[src/rtl/stack_ptr_pkg.sv]
package stack_ptr_pkg;
  localparam int ADDR_W = 16;
  localparam int BYTE_W = 8;

  typedef enum logic [2:0] {
    OP_IDLE,
    OP_PUSH1,
    OP_POP1,
    OP_PUSH2,
    OP_POP2,
    OP_CLASH
  } stk_op_e;
endpackage

[src/rtl/stack_op_decode.sv]
module stack_op_decode
  import stack_ptr_pkg::*;
(
  input  logic    push_i,
  input  logic    pop_i,
  input  logic    call_i,
  input  logic    ret_i,
  output stk_op_e op_o
);
  logic [3:0] strb;
  assign strb = {ret_i, call_i, pop_i, push_i};

  always_comb begin
    case (strb)
      4'b0000: op_o = OP_IDLE;
      4'b0001: op_o = OP_PUSH1;
      4'b0010: op_o = OP_POP1;
      4'b0100: op_o = OP_PUSH2;
      4'b1000: op_o = OP_POP2;
      default: op_o = OP_CLASH;
    endcase
  end
endmodule

[src/rtl/stack_ptr_arith.sv]
module stack_ptr_arith
  import stack_ptr_pkg::*;
#(
  parameter int SP_W = 16
) (
  input  stk_op_e           op_i,
  input  logic [SP_W-1:0]   sp_i,
  output logic [SP_W-1:0]   sp_next_o,
  output logic [ADDR_W-1:0] addr_lo_o,
  output logic [ADDR_W-1:0] addr_hi_o,
  output logic              step_o
);
  logic [SP_W-1:0] sp_m1, sp_m2, sp_p1, sp_p2;

  assign sp_m1 = sp_i - SP_W'(1);
  assign sp_m2 = sp_i - SP_W'(2);
  assign sp_p1 = sp_i + SP_W'(1);
  assign sp_p2 = sp_i + SP_W'(2);

  // zero-extend a pointer-width value to a bus address
  function automatic logic [ADDR_W-1:0] widen(input logic [SP_W-1:0] v);
    logic [ADDR_W-1:0] r;
    r = '0;
    r[SP_W-1:0] = v;
    return r;
  endfunction

  always_comb begin
    sp_next_o = sp_i;
    addr_lo_o = '0;
    addr_hi_o = '0;
    step_o    = 1'b0;
    case (op_i)
      OP_PUSH1: begin
        addr_lo_o = widen(sp_i);
        sp_next_o = sp_m1;
        step_o    = 1'b1;
      end
      OP_POP1: begin
        addr_lo_o = widen(sp_p1);
        sp_next_o = sp_p1;
        step_o    = 1'b1;
      end
      OP_PUSH2: begin
        addr_lo_o = widen(sp_i);
        addr_hi_o = widen(sp_m1);
        sp_next_o = sp_m2;
        step_o    = 1'b1;
      end
      OP_POP2: begin
        addr_hi_o = widen(sp_p1);
        addr_lo_o = widen(sp_p2);
        sp_next_o = sp_p2;
        step_o    = 1'b1;
      end
      default: ;
    endcase
  end
endmodule

[src/rtl/stack_ptr_regs.sv]
module stack_ptr_regs
  import stack_ptr_pkg::*;
#(
  parameter int          SP_W     = 16,
  parameter bit          HAS_HIGH = 1'b1,
  parameter logic [15:0] RESET_SP = 16'h08FF
) (
  input  logic              clk_i,
  input  logic              rst_ni,
  input  logic              wr_lo_i,
  input  logic              wr_hi_i,
  input  logic [BYTE_W-1:0] wdata_i,
  input  logic              step_i,
  input  logic [SP_W-1:0]   sp_next_i,
  output logic [SP_W-1:0]   sp_o,
  output logic [BYTE_W-1:0] lo_o,
  output logic [BYTE_W-1:0] hi_o
);
  logic [BYTE_W-1:0] lo_q;
  logic              upd;

  // any bus write suppresses the strobe update in that cycle
  assign upd = step_i && !wr_lo_i && !wr_hi_i;

  always_ff @(posedge clk_i or negedge rst_ni) begin
    if (!rst_ni)      lo_q <= RESET_SP[BYTE_W-1:0];
    else if (wr_lo_i) lo_q <= wdata_i;
    else if (upd)     lo_q <= sp_next_i[BYTE_W-1:0];
  end

  assign lo_o = lo_q;

  if (HAS_HIGH) begin : g_high
    logic [BYTE_W-1:0] hi_q;
    always_ff @(posedge clk_i or negedge rst_ni) begin
      if (!rst_ni)      hi_q <= RESET_SP[15:8];
      else if (wr_hi_i) hi_q <= wdata_i;
      else if (upd)     hi_q <= sp_next_i[SP_W-1:BYTE_W];
    end
    assign hi_o = hi_q;
    assign sp_o = {hi_q, lo_q};
  end else begin : g_low_only
    assign hi_o = '0;
    assign sp_o = lo_q;
  end
endmodule

[src/rtl/stack_ptr_unit.sv]
module stack_ptr_unit
  import stack_ptr_pkg::*;
#(
  parameter bit          HAS_HIGH = 1'b1,
  parameter logic [15:0] RESET_SP = 16'h08FF
) (
  input  logic              clk_i,
  input  logic              rst_ni,
  input  logic              reg_wr_lo_i,
  input  logic              reg_wr_hi_i,
  input  logic [BYTE_W-1:0] reg_wdata_i,
  input  logic              push_i,
  input  logic              pop_i,
  input  logic              call_i,
  input  logic              ret_i,
  output logic [BYTE_W-1:0] reg_lo_o,
  output logic [BYTE_W-1:0] reg_hi_o,
  output logic [ADDR_W-1:0] acc_lo_addr_o,
  output logic [ADDR_W-1:0] acc_hi_addr_o,
  output logic              op_err_o
);
  localparam int SP_W = HAS_HIGH ? 2 * BYTE_W : BYTE_W;

  stk_op_e         op;
  logic [SP_W-1:0] sp_q, sp_next;
  logic            step;

  stack_op_decode u_dec (
    .push_i (push_i),
    .pop_i  (pop_i),
    .call_i (call_i),
    .ret_i  (ret_i),
    .op_o   (op)
  );

  stack_ptr_arith #(.SP_W(SP_W)) u_arith (
    .op_i      (op),
    .sp_i      (sp_q),
    .sp_next_o (sp_next),
    .addr_lo_o (acc_lo_addr_o),
    .addr_hi_o (acc_hi_addr_o),
    .step_o    (step)
  );

  stack_ptr_regs #(.SP_W(SP_W), .HAS_HIGH(HAS_HIGH), .RESET_SP(RESET_SP)) u_regs (
    .clk_i     (clk_i),
    .rst_ni    (rst_ni),
    .wr_lo_i   (reg_wr_lo_i),
    .wr_hi_i   (reg_wr_hi_i),
    .wdata_i   (reg_wdata_i),
    .step_i    (step),
    .sp_next_i (sp_next),
    .sp_o      (sp_q),
    .lo_o      (reg_lo_o),
    .hi_o      (reg_hi_o)
  );

  assign op_err_o = (op == OP_CLASH);
endmodule

[config.mk]
export PLATFORM = sky130hd
export DESIGN_NAME = stack_ptr_unit
export DESIGN_NICKNAME = d
export VERILOG_FILES = /design/src/rtl/stack_ptr_pkg.sv /design/src/rtl/stack_op_decode.sv /design/src/rtl/stack_ptr_arith.sv /design/src/rtl/stack_ptr_regs.sv /design/src/rtl/stack_ptr_unit.sv
export SDC_FILE = /design/constraint.sdc
export NUM_CORES = 1
export LEC_CHECK = 0
export ABC_AREA = 1
export BUFFER_PORTS_ARGS = -buffer_cell sky130_fd_sc_hd__buf_4
export CORE_MARGIN = 3
export CORE_UTILIZATION = 61
export CTS_BUF_LIST = sky130_fd_sc_hd__clkbuf_8
export CTS_CLUSTER_SIZE = 20
export DETAILED_ROUTE_END_ITERATION = 8
export PLACE_DENSITY = 0.88
export SKIP_LAST_GASP = 1
export SLEW_MARGIN = 20
export SYNTH_ARGS = -nofsm -noshare
export SYNTH_HDL_FRONTEND = slang
export SYNTH_HIERARCHICAL = 1
export SYNTH_SLANG_ARGS = --single-unit
[constraint.sdc]
create_clock -name clk_i -period 3.9 [get_ports clk_i]
set_input_delay 0 -clock clk_i [delete_from_list [all_inputs] [get_ports clk_i]]
set_output_delay 0 -clock clk_i [all_outputs]
set_load 0.02 [all_outputs]
## Word-level counts from Yosys, hierarchy flattened

Index checks and enable logic that the tools add are counted.

| storage, ports and cells | value |
|---|---|
| register bits | 16 |
| input bits | 16 |
| output and inout bits | 49 |
| word-level logic and storage cells | 37 |

| operators by class | value |
|---|---|
| add/subtract/negate cells | 4 |
| eq/ne operators | 9 |
| mux-type cells | 9 |
| reductions and logical operators | 13 |

Operators with widths:

| cell | number |
|---|---|
| $pmux W16 S4 | 1 |
| $pmux W16 S3 | 1 |
| $mux W8 | 4 |
| $pmux W16 S2 | 1 |
| $add A16 B1 Y16 const B | 1 |
| $add A16 B2 Y16 const B | 1 |
| $sub A16 B1 Y16 const B | 1 |
| $sub A16 B2 Y16 const B | 1 |
| $pmux W3 S5 | 1 |
| $reduce_bool A5 Y1 | 2 |
| $eq A3 B2 Y1 const B | 2 |
| $eq A3 B3 Y1 const B | 2 |
| $eq A4 B1 Y1 const B | 1 |
| $eq A4 B2 Y1 const B | 1 |
| $eq A4 B3 Y1 const B | 1 |
| $eq A4 B4 Y1 const B | 1 |
| $logic_not A4 Y1 | 1 |
| $reduce_and A2 Y1 | 2 |
| $reduce_bool A2 Y1 | 2 |
| $reduce_or A4 Y1 | 1 |
| $eq A3 B1 Y1 const B | 1 |
| $logic_and A1 B1 Y1 | 2 |
| $logic_not A1 Y1 | 2 |
| $reduce_or A2 Y1 | 1 |
| $mux W1 | 1 |

## Depth between registers and ports, before layout

| depth | value |
|---|---|
| depth in word-level cells | 9 |
| mapped depth | 19 |
| gate-level depth less buffers | 18 |

## By module

Netlist, hierarchy kept.

By module, submodules not included:

| module | instances | cells an instance | area each (sq um) | seq. area each (sq um) |
|---|---|---|---|---|
| stack_ptr_arith | 1 | 446 | 2,182.1 | 0.0 |
| stack_ptr_regs | 1 | 138 | 1,004.7 | 411.6 |
| stack_op_decode | 1 | 21 | 87.6 | 0.0 |
| stack_ptr_unit | 1 | 2 | 10.0 | 0.0 |

## Worst setup path after synthesis

OpenSTA, ideal clock, no wires.

| path | value |
|---|---|
| path kind | register to register |
| from | register u_regs.lo_q[2], in the netlist u_regs/lo_o[2] |
| to | register u_regs.lo_q[5], in the netlist u_regs/lo_o[5] |
| setup time | 0.060 ns |
| arrival | 2.073 ns |
| data required time | 3.840 ns |
| path slack | 1.767 ns |
| stages on the path, launching flop included | 14 |
| buffers on the path | 2 |
| clock period less this slack | 2.133 ns |
| path through | dfstp_2 > buf_4 > buf_4 > inv_1 > ha_1 > nand2_1 > nor2_1 > xor2_1 > or2_2 > nand4_1 > nand2_1 > nand2_1 > nand2_1 > nand2_1 |

| between the ends | value |
|---|---|
| cells in the longest elaborated chain, start to end | 4 |
| elaborated cells between the ends (all ways) | 7 |
| classes of those cells | 4 x add/sub; 3 x mux |

RTL lines:

| element | RTL line | source |
|---|---|---|
| from (decl) | stack_ptr_regs.sv:19 | `logic [BYTE_W-1:0] lo_q;` |
| from (signal assigned) | stack_ptr_regs.sv:26 | `if (!rst_ni) lo_q <= RESET_SP[BYTE_W-1:0];` |
| from (signal assigned) | stack_ptr_regs.sv:27 | `else if (wr_lo_i) lo_q <= wdata_i;` |
| from (signal assigned) | stack_ptr_regs.sv:28 | `else if (upd) lo_q <= sp_next_i[BYTE_W-1:0];` |
| $add A16 B2 Y16, or another cell as far along | stack_ptr_arith.sv:18 | `assign sp_p2 = sp_i + SP_W'(2);` |
| $pmux W16 S4 * | stack_ptr_arith.sv:33 | `case (op_i)` |
| named net sp_next[5] | stack_ptr_unit.sv:25 | `logic [SP_W-1:0] sp_q, sp_next;` |
| $mux W8 * | stack_ptr_regs.sv:28 |  |
| $mux W8 * | stack_ptr_regs.sv:27 |  |

Mark *: on every way through the listed nets, which the timed path passes. The rest lies on a longest branch. The select of a mux whose other input is x is not followed.
A chain may end at the register's enable or synchronous reset.

## Final worst setup path

| path | value |
|---|---|
| from | register u_regs.lo_q[1], in the netlist u_regs/lo_o[1] |
| to | register u_regs.g_high.hi_q[5], in the netlist u_regs/hi_o[5] |

| between the ends | value |
|---|---|
| cells in the longest elaborated chain, start to end | 4 |
| elaborated cells between the ends (all ways) | 7 |
| classes of those cells | 4 x add/sub; 3 x mux |

RTL lines:

| element | RTL line | source |
|---|---|---|
| $add A16 B2 Y16, or another cell as far along | stack_ptr_arith.sv:18 |  |
| $pmux W16 S4 * | stack_ptr_arith.sv:33 |  |
| named net sp_next[13] | stack_ptr_unit.sv:25 |  |
| $mux W8 * | stack_ptr_regs.sv:38 | `else if (upd) hi_q <= sp_next_i[SP_W-1:BYTE_W];` |
| $mux W8 * | stack_ptr_regs.sv:37 | `else if (wr_hi_i) hi_q <= wdata_i;` |
| to (signal assigned) | stack_ptr_regs.sv:36 | `if (!rst_ni) hi_q <= RESET_SP[15:8];` |
| to (signal assigned) | stack_ptr_regs.sv:37 |  |
| to (signal assigned) | stack_ptr_regs.sv:38 |  |
| to (decl) | stack_ptr_regs.sv:34 | `logic [BYTE_W-1:0] hi_q;` |

Marks and branches as above.

==> out/results.tsv <==
metric	value	unit
clkTransAtPathRegs	0.06	ns
place_hpwl	7556	µm
power.density	328.0	mW/mm²
syn_nets	628	
synthCells	607	
final_nets	657	
p_int	0.5336	mW
cts_buffers	3	
timing.fmax	403.7	MHz
grt_pass1_vias	3614	
p_total	1.182	mW
drive_above_1_share	0.1701	
finalHoldViolCount	0	
dpl.cell_count	700	
ir_worst_vdd	0.0003087	V
combPwrFrac	0.620	
setup_violations	0	
cts_tree	yes	
die-area	0.006300	mm²
tightest_slew	0.7881	ns
reg2reg_depth	14	
wl	9977	µm
tns	0	ns
place_congestion	0.9620	
antenna_found_initial	0	
syn_area_per_cell	5.411	µm²
rsz0062_at_grt	no	
ys_seq_area_frac	0.1253	
period_share	0.6352	
yosysWarnings	6	
htreeDepth	1	
hold_depth	5	
routed_via_density	5.749	
num_rows	26	
min_path_type	in2reg	
grt_max_degree	26	
first_pass_iters	5	
chipHeight	79.38	µm
end_kind	flop	
synth_area	0.003284	mm²
drc	0	
status	complete, no violations	
routed-via-count	4053	
diodes	0	
instances_no_fill	705	
core_area	0.005172	mm²
ctsResizeCount	0	
clkSinkCount	16	
ys_seq_elements	16	
timing.hold.ws	0.06238	ns
clk_latency	0.24	ns
cp.arrival	2.61	ns
clock_skew	0.001394	ns
p_leak	1.990	nW
cp_max_fo	7	
fillCellCount	478	
clockPowerShare	0.104	
slew_headroom	0.4740	
fin_crit	2.477	ns
fin_ws	1.423	ns
yosys-top-cells-area	nand2_1, nand3_1, dfstp_2, inv_1, dfrtp_1	
grtUsageTotal	0.3195	
die_w	79.38	µm
grt_pass1_wl	16510	µm
path_class	reg2reg	
antenna_left	0	
yosysUniqueCellTypes	34	
io_buffers	64	
worstSetupStartpointType	flop	
dp_slack	1.348	ns
floorplan.io_pins	65	
power_frac_seq	0.276	
worstPathRequired	4.04	ns
switching_share	0.5484	
p_sw	0.6481	mW
root_buffer	clkbuf_8	
drtIter0Drc	510	
cap_violations	0	
post_cts_buffers	0	
overflow	0	
synth_top_area_share	0.2811	
initial_core_util	0.6350	
slew_violations	0	
yosys.area.top_type	nand2_1	
area.growth.synth_to_final	9.676	%
clk_path_buf_depth	2	
hold_buffers	1	
routedWlPerCell	14.15	µm
==> worst max-delay path, stage by stage, from the launching register on <==
cell     delay, ns
dfstp_2       0.61
inv_1         0.16
ha_1          0.23
nand2_1       0.06
nand2_1       0.19
nor2_1        0.27
nand3_1       0.14
nand3_1       0.12
nand2_1       0.06
nor2_1        0.19
nand2_1       0.11
nand2_2       0.07
nand2_1       0.06
nand2_1       0.07
nand2_1       0.05
==> metal layers <==
layer  GRT usage  vias up  part of all wire  wire length, µm
li1            -     1997                 -                -
met1      0.4104     1803              0.42             4238
met2      0.5513      228              0.47             4733
met3     0.02257       25             0.078              779
met4      0.1340        0             0.023              225
met5           0        -                 0                0
==> cell families after synthesis <==
logic type	Yosys count	synth area share
simple gates	427	0.5657
buf+inv	99	0.1627
compound gates	49	0.09791
flops	16	0.1253
xor+xnor	11	0.02934
fa+ha+maj	5	0.01905
==> stage by stage <==
step	instance area [µm²]	utilization
detailed placement	3547	0.6858
finish	3602	0.6964
global placement	3547	0.6858
floorplan	3284	-
CTS	3602	0.6964
global route	3602	0.6964
==> layout by cell type (no fill, tap or decap), types with 6 or more instances in the layout <==
cell / count
o211ai_1: 12
nor2_1: 43
nand2_2: 6
dfstp_2: 9
buf_4: 65
xor2_1: 9
o21ai_0: 22
nand2_1: 246
dfrtp_1: 7
nand4_1: 14
nor2_2: 11
inv_1: 55
nand3_1: 96
==> Yosys cell counts <==
cell type,n
nand2_1,246
nor2_1,43
inv_1,54
o21ai_1,1
buf_6,7
buf_8,1
o211ai_1,12
nand3_2,2
nor2_2,11
ha_1,5
buf_2,9
o21ai_0,22
o22a_1,1
nor2_4,5
dfrtp_1,7
nand3_1,96
nand2_2,6
o21bai_4,1
nand4_1,14
xor2_1,9
nor3_1,2
clkbuf_2,1
or2_2,2
a21oi_1,5
o221ai_1,1
a21oi_4,1
buf_4,21
xnor2_1,2
clkbuf_1,3
o2111ai_1,3
inv_8,1
dfstp_2,9
inv_2,2
o22ai_1,2
==> path summary, 6_finish.rpt <==
kind / slack [ns] / to / start
worst max-delay path: 1.42 / u_regs/hi_o[5] / u_regs/lo_o[1]
worst min-delay path: 0.06 / u_regs/lo_o[0] / reg_wdata_i[0]
worst max register to register: 1.42 / u_regs/hi_o[5] / u_regs/lo_o[1]
worst min register to register: 0.54 / u_regs/lo_o[1] / u_regs/lo_o[1]
max in group asynchronous: 3.51 / u_regs/lo_o[2] / rst_ni
min in group asynchronous: 0.14 / u_regs/hi_o[1] / rst_ni
==> area by class of cell <==
cell class / instances / area (µm²) / share of cell area
sequential: 16 / 411.6 / 0.1143
tap: 70 / 87.58 / 0.02431
inverter: 57 / 221.5 / 0.06148
multi-input combinational: 492 / 2338 / 0.6492
clock buffer: 3 / 41.29 / 0.01146
timing repair buffer: 66 / 498.0 / 0.1382
clock inverter: 1 / 3.754 / 0.001042
==> sequential cells by signal, summed over array words and instances (netlist names) <==
name and count:
u_regs/lo_o 8, u_regs/hi_o 8
==> power groups by stage <==
stage / Sequential, mW / Combinational, mW / Clock, mW
2_1_floorplan: 0.275 / 0.604 / 0
3_3_place_gp: 0.323 / 0.699 / 0
3_5_place_dp: 0.325 / 0.714 / 0
4_1_cts: 0.323 / 0.718 / 0.128
5_1_grt: 0.337 / 0.807 / 0.134
6_report: 0.326 / 0.732 / 0.123
No activity file was read; power rests on OpenSTA's default activity.
